File: config.mk
export PLATFORM = sky130hd
export DESIGN_NAME = mas_alert_status
export DESIGN_NICKNAME = d
export VERILOG_FILES = /design/src/rtl/mas_pkg.sv /design/src/rtl/mas_ctrl.sv /design/src/rtl/mas_streak.sv /design/src/rtl/mas_latch.sv /design/src/rtl/mas_alert_status.sv
export SDC_FILE = /design/constraint.sdc
export NUM_CORES = 1
export LEC_CHECK = 0
export ABC_AREA = 1
export BUFFER_PORTS_ARGS = -buffer_cell sky130_fd_sc_hd__buf_4
export CORE_AREA = 2 2 56 58
export CTS_CLUSTER_DIAMETER = 200
export DETAILED_ROUTE_END_ITERATION = 8
export DIE_AREA = 0 0 58 60
export PLACE_DENSITY = 0.78
export SETUP_SLACK_MARGIN = 0.05
export SLEW_MARGIN = 20
export SYNTH_ARGS = -nofsm -noshare
export SYNTH_HDL_FRONTEND = slang
export SYNTH_SLANG_ARGS = --single-unit
File: constraint.sdc
create_clock -name clk -period 2.7 [get_ports clk]
set_input_delay 0.54 -clock clk [delete_from_list [all_inputs] [get_ports clk]]
set_output_delay 0.54 -clock clk [all_outputs]
set_load 0.02 [all_outputs]
File: src/rtl/mas_pkg.sv
package mas_pkg;

    // Status byte positions (decoded by the bus side)
    localparam int ST_ADC_LIVE = 0;
    localparam int ST_ADC_LAT  = 1;
    localparam int ST_HS_LIVE  = 2;
    localparam int ST_HS_LAT   = 3;
    localparam int ST_OFF_LIVE = 4;
    localparam int ST_OFF_LAT  = 5;
    localparam int ST_W        = 6;

    // Enable register positions
    localparam int EN_SINGLE = 0;
    localparam int EN_RUN    = 1;
    localparam int EN_FAULT  = 2;
    localparam int EN_OFF    = 3;
    localparam int EN_CLEAR  = 4;

    // Sticky alert cell indices
    localparam int LAT_N   = 3;
    localparam int L_ADC   = 0;
    localparam int L_FAULT = 1;
    localparam int L_OFF   = 2;

    typedef enum logic [1:0] {
        STK_IDLE = 2'd0,
        STK_RUN  = 2'd1,
        STK_FULL = 2'd2
    } stk_state_e;

    typedef enum logic {
        CLR_IDLE = 1'b0,
        CLR_FIRE = 1'b1
    } clr_state_e;

    typedef enum logic {
        LAT_EMPTY = 1'b0,
        LAT_HELD  = 1'b1
    } lat_state_e;

endpackage

File: src/rtl/mas_ctrl.sv
module mas_ctrl
    import mas_pkg::*;
#(
    parameter int ENA_W   = 5,
    parameter int THR_W   = 8,
    parameter logic [ENA_W-2:0] ENA_RST = 4'b0100
) (
    input  logic               clk,
    input  logic               rst_n,
    input  logic               en_wr,
    input  logic [ENA_W-1:0]   en_wdata,
    input  logic               thr_wr,
    input  logic [THR_W-1:0]   thr_wdata,
    output logic [ENA_W-2:0]   ena,
    output logic [THR_W-1:0]   thr,
    output logic               clr_pulse
);

    localparam logic [THR_W-1:0] THR_RST = '1;

    clr_state_e clr_q, clr_d;
    logic       clr_req;

    assign clr_req = en_wr && en_wdata[EN_CLEAR];

    // Enable and threshold registers
    always_ff @(posedge clk or negedge rst_n) begin
        if (!rst_n) begin
            ena <= ENA_RST;
            thr <= THR_RST;
        end else begin
            if (en_wr)  ena <= en_wdata[ENA_W-2:0];
            if (thr_wr) thr <= thr_wdata;
        end
    end

    // Clear sequencer: state register
    always_ff @(posedge clk or negedge rst_n) begin
        if (!rst_n) clr_q <= CLR_IDLE;
        else        clr_q <= clr_d;
    end

    // Clear sequencer: next state
    always_comb begin
        clr_d = clr_q;
        unique case (clr_q)
            CLR_IDLE: if (clr_req) clr_d = CLR_FIRE;
            CLR_FIRE: if (!clr_req) clr_d = CLR_IDLE;
            default:  clr_d = CLR_IDLE;
        endcase
    end

    // Clear sequencer: outputs
    always_comb begin
        clr_pulse = 1'b0;
        unique case (clr_q)
            CLR_IDLE: clr_pulse = 1'b0;
            CLR_FIRE: clr_pulse = 1'b1;
            default:  clr_pulse = 1'b0;
        endcase
    end


    clear_self_drop_chk: assert property (@(posedge clk) disable iff (!rst_n)
        (clr_pulse && !clr_req) |=> !clr_pulse);


    thr_hold_chk: assert property (@(posedge clk) disable iff (!rst_n)
        !thr_wr |=> $stable(thr));

endmodule

File: src/rtl/mas_streak.sv
module mas_streak
    import mas_pkg::*;
#(
    parameter int DATA_W  = 12,
    parameter int THR_W   = 8,
    parameter int RUN_LEN = 4
) (
    input  logic              clk,
    input  logic              rst_n,
    input  logic              res_valid,
    input  logic [DATA_W-1:0] res_data,
    input  logic [THR_W-1:0]  thr,
    output logic              live_over,
    output logic              run_full
);

    localparam int SHIFT = DATA_W - THR_W;
    localparam int CNT_W = $clog2(RUN_LEN + 1);
    localparam logic [CNT_W-1:0] CNT_ONE = CNT_W'(1);
    localparam logic [CNT_W-1:0] CNT_TOP = CNT_W'(RUN_LEN);

    stk_state_e        st_q, st_d;
    logic [CNT_W-1:0]  cnt_q, cnt_d;
    logic [DATA_W:0]   bound;
    logic              over;

    // Upper THR_W bits strictly above thr <=> data >= (thr+1) << SHIFT
    assign bound = {({1'b0, thr} + (THR_W+1)'(1)), {SHIFT{1'b0}}};
    assign over  = ({1'b0, res_data} >= bound);

    // State register
    always_ff @(posedge clk or negedge rst_n) begin
        if (!rst_n) begin
            st_q  <= STK_IDLE;
            cnt_q <= '0;
        end else begin
            st_q  <= st_d;
            cnt_q <= cnt_d;
        end
    end

    // Next state
    always_comb begin
        st_d  = st_q;
        cnt_d = cnt_q;
        if (res_valid) begin
            if (!over) begin
                st_d  = STK_IDLE;
                cnt_d = '0;
            end else begin
                unique case (st_q)
                    STK_IDLE: begin
                        cnt_d = CNT_ONE;
                        st_d  = (CNT_ONE == CNT_TOP) ? STK_FULL : STK_RUN;
                    end
                    STK_RUN: begin
                        cnt_d = cnt_q + CNT_ONE;
                        st_d  = (cnt_q + CNT_ONE == CNT_TOP) ? STK_FULL : STK_RUN;
                    end
                    STK_FULL: begin
                        cnt_d = CNT_TOP;
                        st_d  = STK_FULL;
                    end
                    default: begin
                        cnt_d = '0;
                        st_d  = STK_IDLE;
                    end
                endcase
            end
        end
    end

    // Outputs
    always_comb begin
        live_over = 1'b0;
        run_full  = 1'b0;
        unique case (st_q)
            STK_IDLE: begin live_over = 1'b0; run_full = 1'b0; end
            STK_RUN:  begin live_over = 1'b1; run_full = 1'b0; end
            STK_FULL: begin live_over = 1'b1; run_full = 1'b1; end
            default:  begin live_over = 1'b0; run_full = 1'b0; end
        endcase
    end


    under_resets_chk: assert property (@(posedge clk) disable iff (!rst_n)
        (res_valid && !over) |=> (!live_over && !run_full));


    no_strobe_hold_chk: assert property (@(posedge clk) disable iff (!rst_n)
        !res_valid |=> $stable(st_q));


    run_saturate_chk: assert property (@(posedge clk) disable iff (!rst_n)
        (run_full && res_valid && over) |=> run_full);


    full_needs_over_chk: assert property (@(posedge clk) disable iff (!rst_n)
        $rose(run_full) |-> $past(res_valid && over));

endmodule

File: src/rtl/mas_latch.sv
module mas_latch
    import mas_pkg::*;
(
    input  logic clk,
    input  logic rst_n,
    input  logic set,
    input  logic clr,
    output logic q
);

    lat_state_e st_q, st_d;

    always_ff @(posedge clk or negedge rst_n) begin
        if (!rst_n) st_q <= LAT_EMPTY;
        else        st_q <= st_d;
    end

    always_comb begin
        st_d = st_q;
        unique case (st_q)
            LAT_EMPTY: if (!clr && set) st_d = LAT_HELD;
            LAT_HELD:  if (clr)         st_d = LAT_EMPTY;
            default:   st_d = LAT_EMPTY;
        endcase
    end

    always_comb begin
        q = 1'b0;
        unique case (st_q)
            LAT_EMPTY: q = 1'b0;
            LAT_HELD:  q = 1'b1;
            default:   q = 1'b0;
        endcase
    end


    sticky_hold_chk: assert property (@(posedge clk) disable iff (!rst_n)
        (q && !clr) |=> q);


    clear_wipe_chk: assert property (@(posedge clk) disable iff (!rst_n)
        clr |=> !q);


    rise_needs_set_chk: assert property (@(posedge clk) disable iff (!rst_n)
        $rose(q) |-> $past(set));

endmodule

File: src/rtl/mas_alert_status.sv
module mas_alert_status
    import mas_pkg::*;
#(
    parameter int DATA_W  = 12,
    parameter int THR_W   = 8,
    parameter int RUN_LEN = 4,
    parameter int ENA_W   = 5
) (
    input  logic              clk,
    input  logic              rst_n,
    input  logic              res_valid,
    input  logic [DATA_W-1:0] res_data,
    input  logic              hs_oc_off,
    input  logic              en_pin,
    input  logic              sw_off,
    input  logic              en_wr,
    input  logic [ENA_W-1:0]  en_wdata,
    input  logic              thr_wr,
    input  logic [THR_W-1:0]  thr_wdata,
    output logic [ST_W-1:0]   status,
    output logic              alert
);

    logic [ENA_W-2:0] ena;
    logic [THR_W-1:0] thr;
    logic             clr_pulse;
    logic             live_over;
    logic             run_full;
    logic             off_live;
    logic [LAT_N-1:0] lat_set;
    logic [LAT_N-1:0] lat_q;

    mas_ctrl #(
        .ENA_W (ENA_W),
        .THR_W (THR_W)
    ) u_ctrl (
        .clk       (clk),
        .rst_n     (rst_n),
        .en_wr     (en_wr),
        .en_wdata  (en_wdata),
        .thr_wr    (thr_wr),
        .thr_wdata (thr_wdata),
        .ena       (ena),
        .thr       (thr),
        .clr_pulse (clr_pulse)
    );

    mas_streak #(
        .DATA_W  (DATA_W),
        .THR_W   (THR_W),
        .RUN_LEN (RUN_LEN)
    ) u_streak (
        .clk       (clk),
        .rst_n     (rst_n),
        .res_valid (res_valid),
        .res_data  (res_data),
        .thr       (thr),
        .live_over (live_over),
        .run_full  (run_full)
    );

    assign off_live = !en_pin || sw_off;

    always_comb begin
        lat_set          = '0;
        lat_set[L_ADC]   = (ena[EN_SINGLE] && live_over) || (ena[EN_RUN] && run_full);
        lat_set[L_FAULT] = ena[EN_FAULT] && hs_oc_off;
        lat_set[L_OFF]   = ena[EN_OFF] && off_live;
    end

    for (genvar g = 0; g < LAT_N; g++) begin : g_lat
        mas_latch u_lat (
            .clk   (clk),
            .rst_n (rst_n),
            .set   (lat_set[g]),
            .clr   (clr_pulse),
            .q     (lat_q[g])
        );
    end

    always_comb begin
        status              = '0;
        status[ST_ADC_LIVE] = live_over;
        status[ST_ADC_LAT]  = lat_q[L_ADC];
        status[ST_HS_LIVE]  = hs_oc_off;
        status[ST_HS_LAT]   = lat_q[L_FAULT];
        status[ST_OFF_LIVE] = off_live;
        status[ST_OFF_LAT]  = lat_q[L_OFF];
    end

    assign alert = |lat_q;


    clear_drops_alert_chk: assert property (@(posedge clk) disable iff (!rst_n)
        clr_pulse |=> !alert);


    fault_alert_sets_chk: assert property (@(posedge clk) disable iff (!rst_n)
        (!clr_pulse && ena[EN_FAULT] && hs_oc_off) |=> status[ST_HS_LAT]);


    off_alert_sets_chk: assert property (@(posedge clk) disable iff (!rst_n)
        (!clr_pulse && ena[EN_OFF] && (!en_pin || sw_off)) |=> status[ST_OFF_LAT]);

endmodule

Word level (Yosys, flattened, before mapping)
Cells that the tools add are included.
Storage, ports and cells
  output and inout port bits: 7
  word-level logic and storage cells: 52
  register bits: 21
  bits of input ports: 33
Operators by class
  reductions and logical operators: 15
  order comparisons: 1
  muxes and demuxes: 19
  $add $sub $neg: 2
  bitwise logic cells: 4
  eq/ne operators: 3
Operator list (count)
  $pmux 1 s2: 7
  $ge 12x13->1: 1
  $add 8x1->9 const B: 1
  $pmux 3 s3: 1
  $logic_and 1x1->1: 8
  $mux 1: 7
  $pmux 2 s3: 1
  $mux 2: 2
  $not 1->1: 4
  $add 3x1->3 const B: 1
  $eq 3x3->1 const B: 1
  $mux 3: 1
  $reduce_or 3->1: 1
  $eq 2x1->1 const B: 1
  $eq 2x2->1 const B: 1
  $logic_not 1->1: 2
  $logic_not 2->1: 1
  $logic_or 1x1->1: 2
  $reduce_or 2->1: 1

Logic depth before layout (Yosys ltp)
Gate-level depths: netlist of run 1.
  word-level depth: 8
  mapped depth: 15
  gate-level depth less buffers: 15

By module
A second synthesis of run 1 with hierarchy kept.
Unflattened totals
  cells, all modules: 183
  area, all modules: 1375.1 um^2
By module, submodules not included
  mas_streak: times used 1, cells an instance 105, area an instance 706.9 um^2
  mas_ctrl: times used 1, cells an instance 54, area an instance 498.0 um^2
  mas_latch: times used 3, cells an instance 3, area an instance 32.5 um^2
  mas_alert_status: times used 1, cells an instance 15, area an instance 72.6 um^2

Least setup slack after synthesis of run 1
Ideal clock, no wire load.
  path kind: reg-to-reg
  start point: register u_ctrl.thr[0]
  end point: register u_streak.cnt_q[0]
  arrival time: 1.896 ns
  library setup time: 0.117 ns
  clock period less this slack: 2.013 ns
  path buffers: 0
  path slack: 0.687 ns
  stages on the path, launching flop included: 15
  cells stage by stage: dfstp_2 ha_1 nand2_1 nor2_4 nand3_1 xor2_1 ha_1 nand2_1 nand2_1 nand2_1 nand2_1 a21oi_2 nand2_2 nand3_1 nand2_1
On the way
  word-level cells in the longest chain between the ends: 3
RTL lines
  start, declared: RTL line mas_ctrl.sv:15  | output logic [THR_W-1:0] thr,
  start signal, assigned: RTL line mas_ctrl.sv:33  | if (thr_wr) thr <= thr_wdata;
  $add 8x1->9: RTL line mas_streak.sv:28  | assign bound = {({1'b0, thr} + (THR_W+1)'(1)), {SHIFT{1'b0}}};
  $ge 12x13->1: RTL line mas_streak.sv:29  | assign over = ({1'b0, res_data} >= bound);
  $mux 3: RTL line mas_streak.sv:47  | if (!over) begin
  end signal, assigned: RTL line mas_streak.sv:38  | cnt_q <= cnt_d;
  end, declared: RTL line mas_streak.sv:23  | logic [CNT_W-1:0] cnt_q, cnt_d;
Every way passes these cells.
A chain may end at the register's enable or synchronous reset.

Final worst setup path of run 1
  start point: register u_ctrl.thr[1]
  end point: register u_streak.st_q[1]
On the way
  word-level cells in the longest chain between the ends: 3
RTL lines
  $add 8x1->9: RTL line mas_streak.sv:28
  $ge 12x13->1: RTL line mas_streak.sv:29
  $mux 2: RTL line mas_streak.sv:47
  end signal, assigned: RTL line mas_streak.sv:37  | st_q <= st_d;
  end, declared: RTL line mas_streak.sv:22  | stk_state_e st_q, st_d;
Every way passes these cells.

==> results of run 1 <==
==> sequential cells by signal, summed over array words and instances, names as in the netlist <==
signal	flops
u_ctrl.clr_q	1
u_ctrl.thr	8
g_lat.u_lat.st_q	3
u_streak.st_q	2
u_ctrl.ena	4
u_streak.cnt_q	3
==> area by class of cell <==
type	instances	area (um^2)	area share, %
multi-input combinational	115	723	41.7
sequential	21	537	31.0
timing repair buffer	39	293	16.9
inverter	30	113	6.50
tap	33	41.3	2.38
clock buffer	4	26.3	1.52
==> worst min path at each step <==
stage                               end  slack, ns  cells after the start
floorplan           g_lat[0].u_lat.st_q       0.24                      0
global placement          u_ctrl.ena[3]       0.43                      1
detailed placement        u_ctrl.ena[3]       0.43                      1
CTS                       u_ctrl.ena[3]       0.11                      1
global route              u_ctrl.ena[3]        0.1                      1
finish                    u_ctrl.ena[3]       0.09                      1
==> report_power, final <==
part | leakage (nW) | total [mW] | internal (mW) | switching (mW)
clock | 0.0150 | 0.147 | 0.0574 | 0.0901
sequential | 0.246 | 0.395 | 0.362 | 0.0336
combinational | 0.671 | 0.266 | 0.122 | 0.144
==> layer usage <==
metal | share of wire, % | GRT usage (%) | vias up
met5 | 0 | 0 | -
met4 | 0.58 | 5.32 | 0
met3 | 6.0 | 3.90 | 2
met2 | 49 | 29.1 | 25
met1 | 45 | 18.6 | 491
li1 | - | - | 609
==> kinds of logic (layout without fill, tap and decap cells) <==
| family | Yosys count | count (layout) | share of synthesized area (%) |
|---|---|---|---|
| AND/OR/NAND/NOR | 76 | 76 | 25.2 |
| adder cells (fa/ha/maj) | 15 | 15 | 13.2 |
| AO/OA/AOI/OAI | 14 | 14 | 5.46 |
| multiplexers | 5 | 5 | 3.96 |
| buffers and inverters | 37 | 73 | 11.4 |
| XOR/XNOR | 5 | 5 | 3.08 |
| flip-flops | 21 | 21 | 37.8 |
==> critical path: stages, from the launching register on <==
cell	delay, ns
dfstp_2	0.55
ha_1	0.17
nand2_1	0.09
nor2_4	0.12
nand3_1	0.09
xor2_1	0.15
ha_1	0.29
nand2_1	0.06
nand2_1	0.04
nand2_1	0.05
nand2_1	0.07
a21oi_2	0.13
nand2_2	0.10
nand3_1	0.09
nand2_1	0.05
==> cells in the final DEF, fill, tap and decap left out, types with 2 or more instances in the layout <==
master,netlist,final
xor2_1,4,4
clkbuf_4,0,3
buf_4,6,39
nand4_1,2,2
dfrtp_1,12,12
nand2_1,44,44
nor2_4,2,2
inv_1,25,25
nor2_2,2,2
mux2_1,5,5
a21oi_1,3,3
o21ai_0,6,6
o21ai_1,3,3
dfstp_2,9,9
nand2_2,4,4
inv_2,4,4
ha_1,15,15
nand3_1,12,12
nor2_1,6,6
==> through the flow <==
step,cell area [um^2],power [mW]
CTS,1730,0.816
floorplan,1420,0.584
global placement,1710,0.665
finish,1730,0.809
global route,1730,0.874
detailed placement,1710,0.671
==> cells in the mapped netlist <==
cell type / count / share of area, %
nand2_2: 4 / 1.8
and3_1: 1 / 0.44
inv_2: 4 / 1.1
nor2_2: 2 / 0.88
mux2_1: 5 / 4.0
dfstp_2: 9 / 17
nor3_1: 1 / 0.35
nand3_1: 12 / 4.2
clkinv_1: 1 / 0.26
buf_4: 6 / 3.2
inv_1: 25 / 6.6
dfrtp_1: 12 / 21
ha_1: 15 / 13
a21oi_1: 3 / 1.1
nor2_4: 2 / 1.6
nand4_1: 2 / 0.88
clkbuf_1: 1 / 0.26
nor2_1: 6 / 1.6
nand2_1: 44 / 12
a21oi_2: 1 / 0.62
o21ai_0: 6 / 2.1
xnor2_1: 1 / 0.62
a31o_1: 1 / 0.62
nand3_2: 1 / 0.70
o21ai_1: 3 / 1.1
xor2_1: 4 / 2.5
nor3_4: 1 / 1.1
==> impl_metrics.yaml, run 1 <==
run_status:
  status: "finished, final reports clean"
drt:
  totalWireLength_mm: 2.42
  vias_per_cell: 4.66
  vias: 1127
  drt_iter0_drc: 23
  drc_errors: 0
  ant_nets: 0
  dr.pass1.iters: 4
  wl_per_cell_um: 10.0
layout:
  fin_nets: 258
  num_antenna_cells: 0
  postLayoutCoreUtil_pct: 59.7
  final.fill_count: 272
  area_growth_pct: 21.9
  drive_gt1_share_pct: 31.6
  stdcell_count: 242
sta:
  slew_headroom_pct: 83.0
  timing.fmax_mhz: 463
  worst_pin_slew_ns: 0.255
  fin_hold_ws_ns: 0.0949
  fin_ws_ns: 0.538
  finClkSkew_ns: 0.00692
  hold_viol: 0
  final_max_slew_viol_count: 0
  rsz0062_at_grt: "false"
  timing.final.crit_share_pct: 80.1
  min_period_ns: 2.16
  setup_viol: 0
  setup_tns_ns: 0
synthesis:
  synth_cell_types: 27
  synth_area_um2: 1420
  syn_nets: 221
  yosysSeqAreaShare_pct: 37.8
  syn_avg_cell_area_um2: 8.22
  synthesis.instances: 173
  synth-seq-cells: 21
  yosys_warnings: 0
clocking:
  clockBufferDepth: 2
  cts_tree: "built"
  ctsHoldBuffers: 0
  clkLatencyLatePin_ns: 0.29
  cts_sinks: 21
  path_clk_slew_ns: 0.12
  cts_setup_buffers: 0
  cts_max_level: 1
  cts_made_buffers: 3
  cts_root_buf: "clkbuf_4"
  cts_resized: 0
setup_path:
  worstPathArrival_ns: 2.35
  worstReg2RegEnd: "u_streak.st_q[1]"
  end_kind: "register"
  crit_path_start: "u_ctrl.thr[1]"
  r2r_cells: 14
  r2r_start: "u_ctrl.thr[1]"
  required_ns: 2.89
  cp-start-kind: "register"
  path_class: "reg2reg"
  crit_path_max_fanout: 5
  rrSetupSlack_ns: 0.54
  crit_path_end: "u_streak.st_q[1]"
placement:
  hpwlAfterDp_mm: 2.08
  port_buffers: 39
  place_congestion: 0.809
  pre_cts_slack_ns: 0.530
  post-place-cells: 238
floorplanning:
  rows: 20
  core-area_um2: 2900
  start_util_pct: 49.0
  die-area_um2: 3480
  io_pins: 40
  die_w_um: 58
  fp.dieH_um: 60
hold_path:
  holdCritPathClass: "in2async"
global_route:
  overflow: 0
  grt_usage_pct: 16.0
  grt_max_degree: 22
  first_global_vias: 1088
  grt_pass1_wl_mm: 4.26
  antenna_found_initial: 0
run:
  max_cap_violations: 0
power:
  ir_drop_mv: 0.358
  p_per_area_nw_per_um2: 467
  leakagePower_nw: 0.932
No activity file was read; power rests on OpenSTA's default activity.
==> run 2, diff against run 1 <==
--- a/config.mk
+++ b/config.mk
@@ -7,11 +7,11 @@
 export LEC_CHECK = 0
 export ABC_AREA = 1
 export BUFFER_PORTS_ARGS = -buffer_cell sky130_fd_sc_hd__buf_4
-export CORE_AREA = 2 2 56 58
+export CORE_AREA = 2 2 58 60
 export CTS_CLUSTER_DIAMETER = 200
 export DETAILED_ROUTE_END_ITERATION = 8
-export DIE_AREA = 0 0 58 60
-export PLACE_DENSITY = 0.78
+export DIE_AREA = 0 0 60 62
+export PLACE_DENSITY = 0.76
 export SETUP_SLACK_MARGIN = 0.05
 export SLEW_MARGIN = 20
 export SYNTH_ARGS = -nofsm -noshare
==> constraint.sdc (replaced) <==
create_clock -name clk -period 1.8 [get_ports clk]
set_input_delay 0.36 -clock clk [delete_from_list [all_inputs] [get_ports clk]]
set_output_delay 0.36 -clock clk [all_outputs]
set_load 0.02 [all_outputs]
==> run 2 against run 1 <==
Net effect:
- the run now ends with setup timing left
- global-route usage is 1.3 points higher
- combinational power is 68% higher
- maximum frequency is 0.30% lower
- hold slack better by 0.14 ns
- register-to-register slack worse by 0.91 ns
- first-iteration DRC count is 13% lower
- utilization is 0.31 points lower
- die area is 6.9% higher
- non-clock buffer count is 11 higher
- sequential share of layout area is 2.5 points lower
- largest cell class unchanged
- flip-flop and latch count stayed put
- critical path type unchanged
- critical path depth stayed put
==> impl_metrics.yaml, run 2 (synthesis gave the netlist of run 1 again) <==
run_status:
  status: "complete, but fails checks"
  violations: "setup timing"
power:
  ir_drop_mv: 0.562
  total_power_mw: 1.27
  p_per_area_nw_per_um2: 672
  leakagePower_nw: 0.991
floorplanning:
  die_w_um: 60
  die-area_um2: 3720
  core-area_um2: 3180
  start_util_pct: 44.7
  rows: 21
  fp.dieH_um: 62
  io_pins: 40
clocking:
  cts_max_level: 1
  path_clk_slew_ns: 0.12
  cts_tree: "built"
  clkLatencyLatePin_ns: 0.30
  cts_sinks: 21
  clockBufferDepth: 2
  cts_made_buffers: 3
  cts_root_buf: "clkbuf_4"
layout:
  num_antenna_cells: 0
  final_common_cell: "buf_4"
  largest-register: "u_ctrl.thr"
  reg_top3: "u_ctrl.thr x8, u_ctrl.ena x4"
  fin_nets: 269
  area_growth_pct: 32.8
  fin_area_um2: 1890
  drive_gt1_share_pct: 39.1
  final_cell_mix: "buf_4 (49), nand2_1 (41), inv_1 (24), ha_1 (13), dfrtp_1 (12)"
  largest_reg_flops: 8
drt:
  wl_met1_mm: 1.12
  wl_per_cell_um: 10.2
  vias_per_cell: 4.56
  vias: 1213
  totalWireLength_mm: 2.72
  drt_iter0_drc: 20
  dr.pass1.iters: 4
  topRoutingLayerUsed: "met4"
  drc_errors: 0
  ant_nets: 0
  dr_wl_met2_mm: 1.40
  route.met3.wl_um: 169
sta:
  timing.fmax_mhz: 461
  worst_pin_slew_ns: 0.261
  fin_ws_ns: -0.369
  slew_headroom_pct: 82.6
  final_max_slew_viol_count: 0
  rsz0062_at_grt: "true"
  min_period_ns: 2.17
  setup_viol: 5
  hold_viol: 0
  timing.final.crit_share_pct: 120
  finClkSkew_ns: 0.0113
placement:
  placed_area_um2: 1790
  hpwlAfterDp_mm: 2.17
  port_buffers: 39
  place_congestion: 0.842
setup_path:
  worst_path_most_repeated_cell: "nand2_1"
  worstPathArrival_ns: 2.36
  crit_path_max_fanout: 5
  path_buf_inv: 0
  path_class: "reg2reg"
  end_kind: "register"
  required_ns: 2.00
  critPathSlowestCell: "dfstp_2"
  cp_top_family: "simple AND/OR/NAND/NOR gates"
  slowest_delay_ns: 0.60
  cp-start-kind: "register"
  cp_cell_sequence: "ha_4 > nand2_2 > nor2_4 > nand3_2 > xor2_1 > ha_1 > nand2_1 > nand2_1 > nand2_1 > nand2_2 > a21oi_2 > nand2_2 > nand3_1 > nand2_1"
global_route:
  first_global_vias: 1216
  overflow: 0
  grt_usage_pct: 17.4
  grt_pass1_wl_mm: 4.87
  grt_max_degree: 22
  antenna_found_initial: 0
run:
  max_cap_violations: 0
hold_path:
  holdCritPathClass: "in2reg"
==> run 2: changes by cell type in the layout (fill, tap and decap cells not counted), sizes merged <==
cell | previous run | this run
buf | 39 | 49
dlygate4sd3 | 0 | 1
==> run 2: what timing repair did <==
| action | 4_1_cts | 5_1_grt |
|---|---|---|
| pin swaps | 2 | 7 |
| hold buffers | 1 | 0 |
| setup buffers | 2 | 1 |
| gates resized for setup | 4 | 4 |
| endpoints found under the setup margin | 5 | 5 |
| endpoints found under the hold margin | 12 | 0 |
==> run 2: power breakdown <==
| part | switching, mW | internal (mW) | leakage (nW) |
|---|---|---|---|
| Sequential | 0.0517 | 0.543 | 0.246 |
| Clock | 0.139 | 0.0863 | 0.0150 |
| Combinational | 0.234 | 0.213 | 0.730 |
| Total | 0.425 | 0.843 | 0.991 |
==> run 2: worst paths after layout <==
| path | start | to | slack [ns] | cells after the start |
|---|---|---|---|---|
| worst max register to register | u_ctrl.thr[1] | u_streak.st_q[0] | -0.37 | 14 |
| worst min-delay path | en_wdata[4] | u_ctrl.clr_q | 0.24 | 3 |
| worst max-delay path | u_ctrl.thr[1] | u_streak.st_q[0] | -0.37 | 14 |
| max in group asynchronous | rst_n | u_ctrl.thr[5] | 1.06 | 2 |
| worst min register to register | u_ctrl.clr_q | g_lat[1].u_lat.st_q | 0.47 | 1 |
| min in group asynchronous | rst_n | u_ctrl.ena[3] | 0.45 | 2 |
==> run 2: cell type report <==
type	count	area (um^2)
repair buffers	50	378
fillers	294	1290
inverters	30	118
multi-input cells	115	772
clock buffers	4	26.3
well taps	46	57.6
flip-flops and latches	21	537
==> run 2: metrics by stage <==
stage	hold WS (ns)	utilization (%)	setup TNS, ns	worst slack, ns	cells
after floorplan	0.0644	-	-1.03	-0.206	173
after global placement	0.256	56.4	-1.75	-0.351	258
after detailed placement	0.258	56.4	-1.89	-0.392	258
after CTS	0.230	58.4	-1.79	-0.369	265
after global routing	0.250	59.4	-2.46	-0.503	266
final	0.236	59.4	-1.80	-0.369	266
==> run 2: tightest hold or removal path: stages <==
cell and delay [ns]:
buf_4 0.07, nand2_1 0.04, inv_1 0.05
==> run 2: layer usage <==
layer | GRT usage, % | up-vias
met5 | 0 | -
met4 | 5.71 | 0
met3 | 2.90 | 5
met2 | 32.6 | 38
met1 | 20.0 | 539
li1 | - | 631
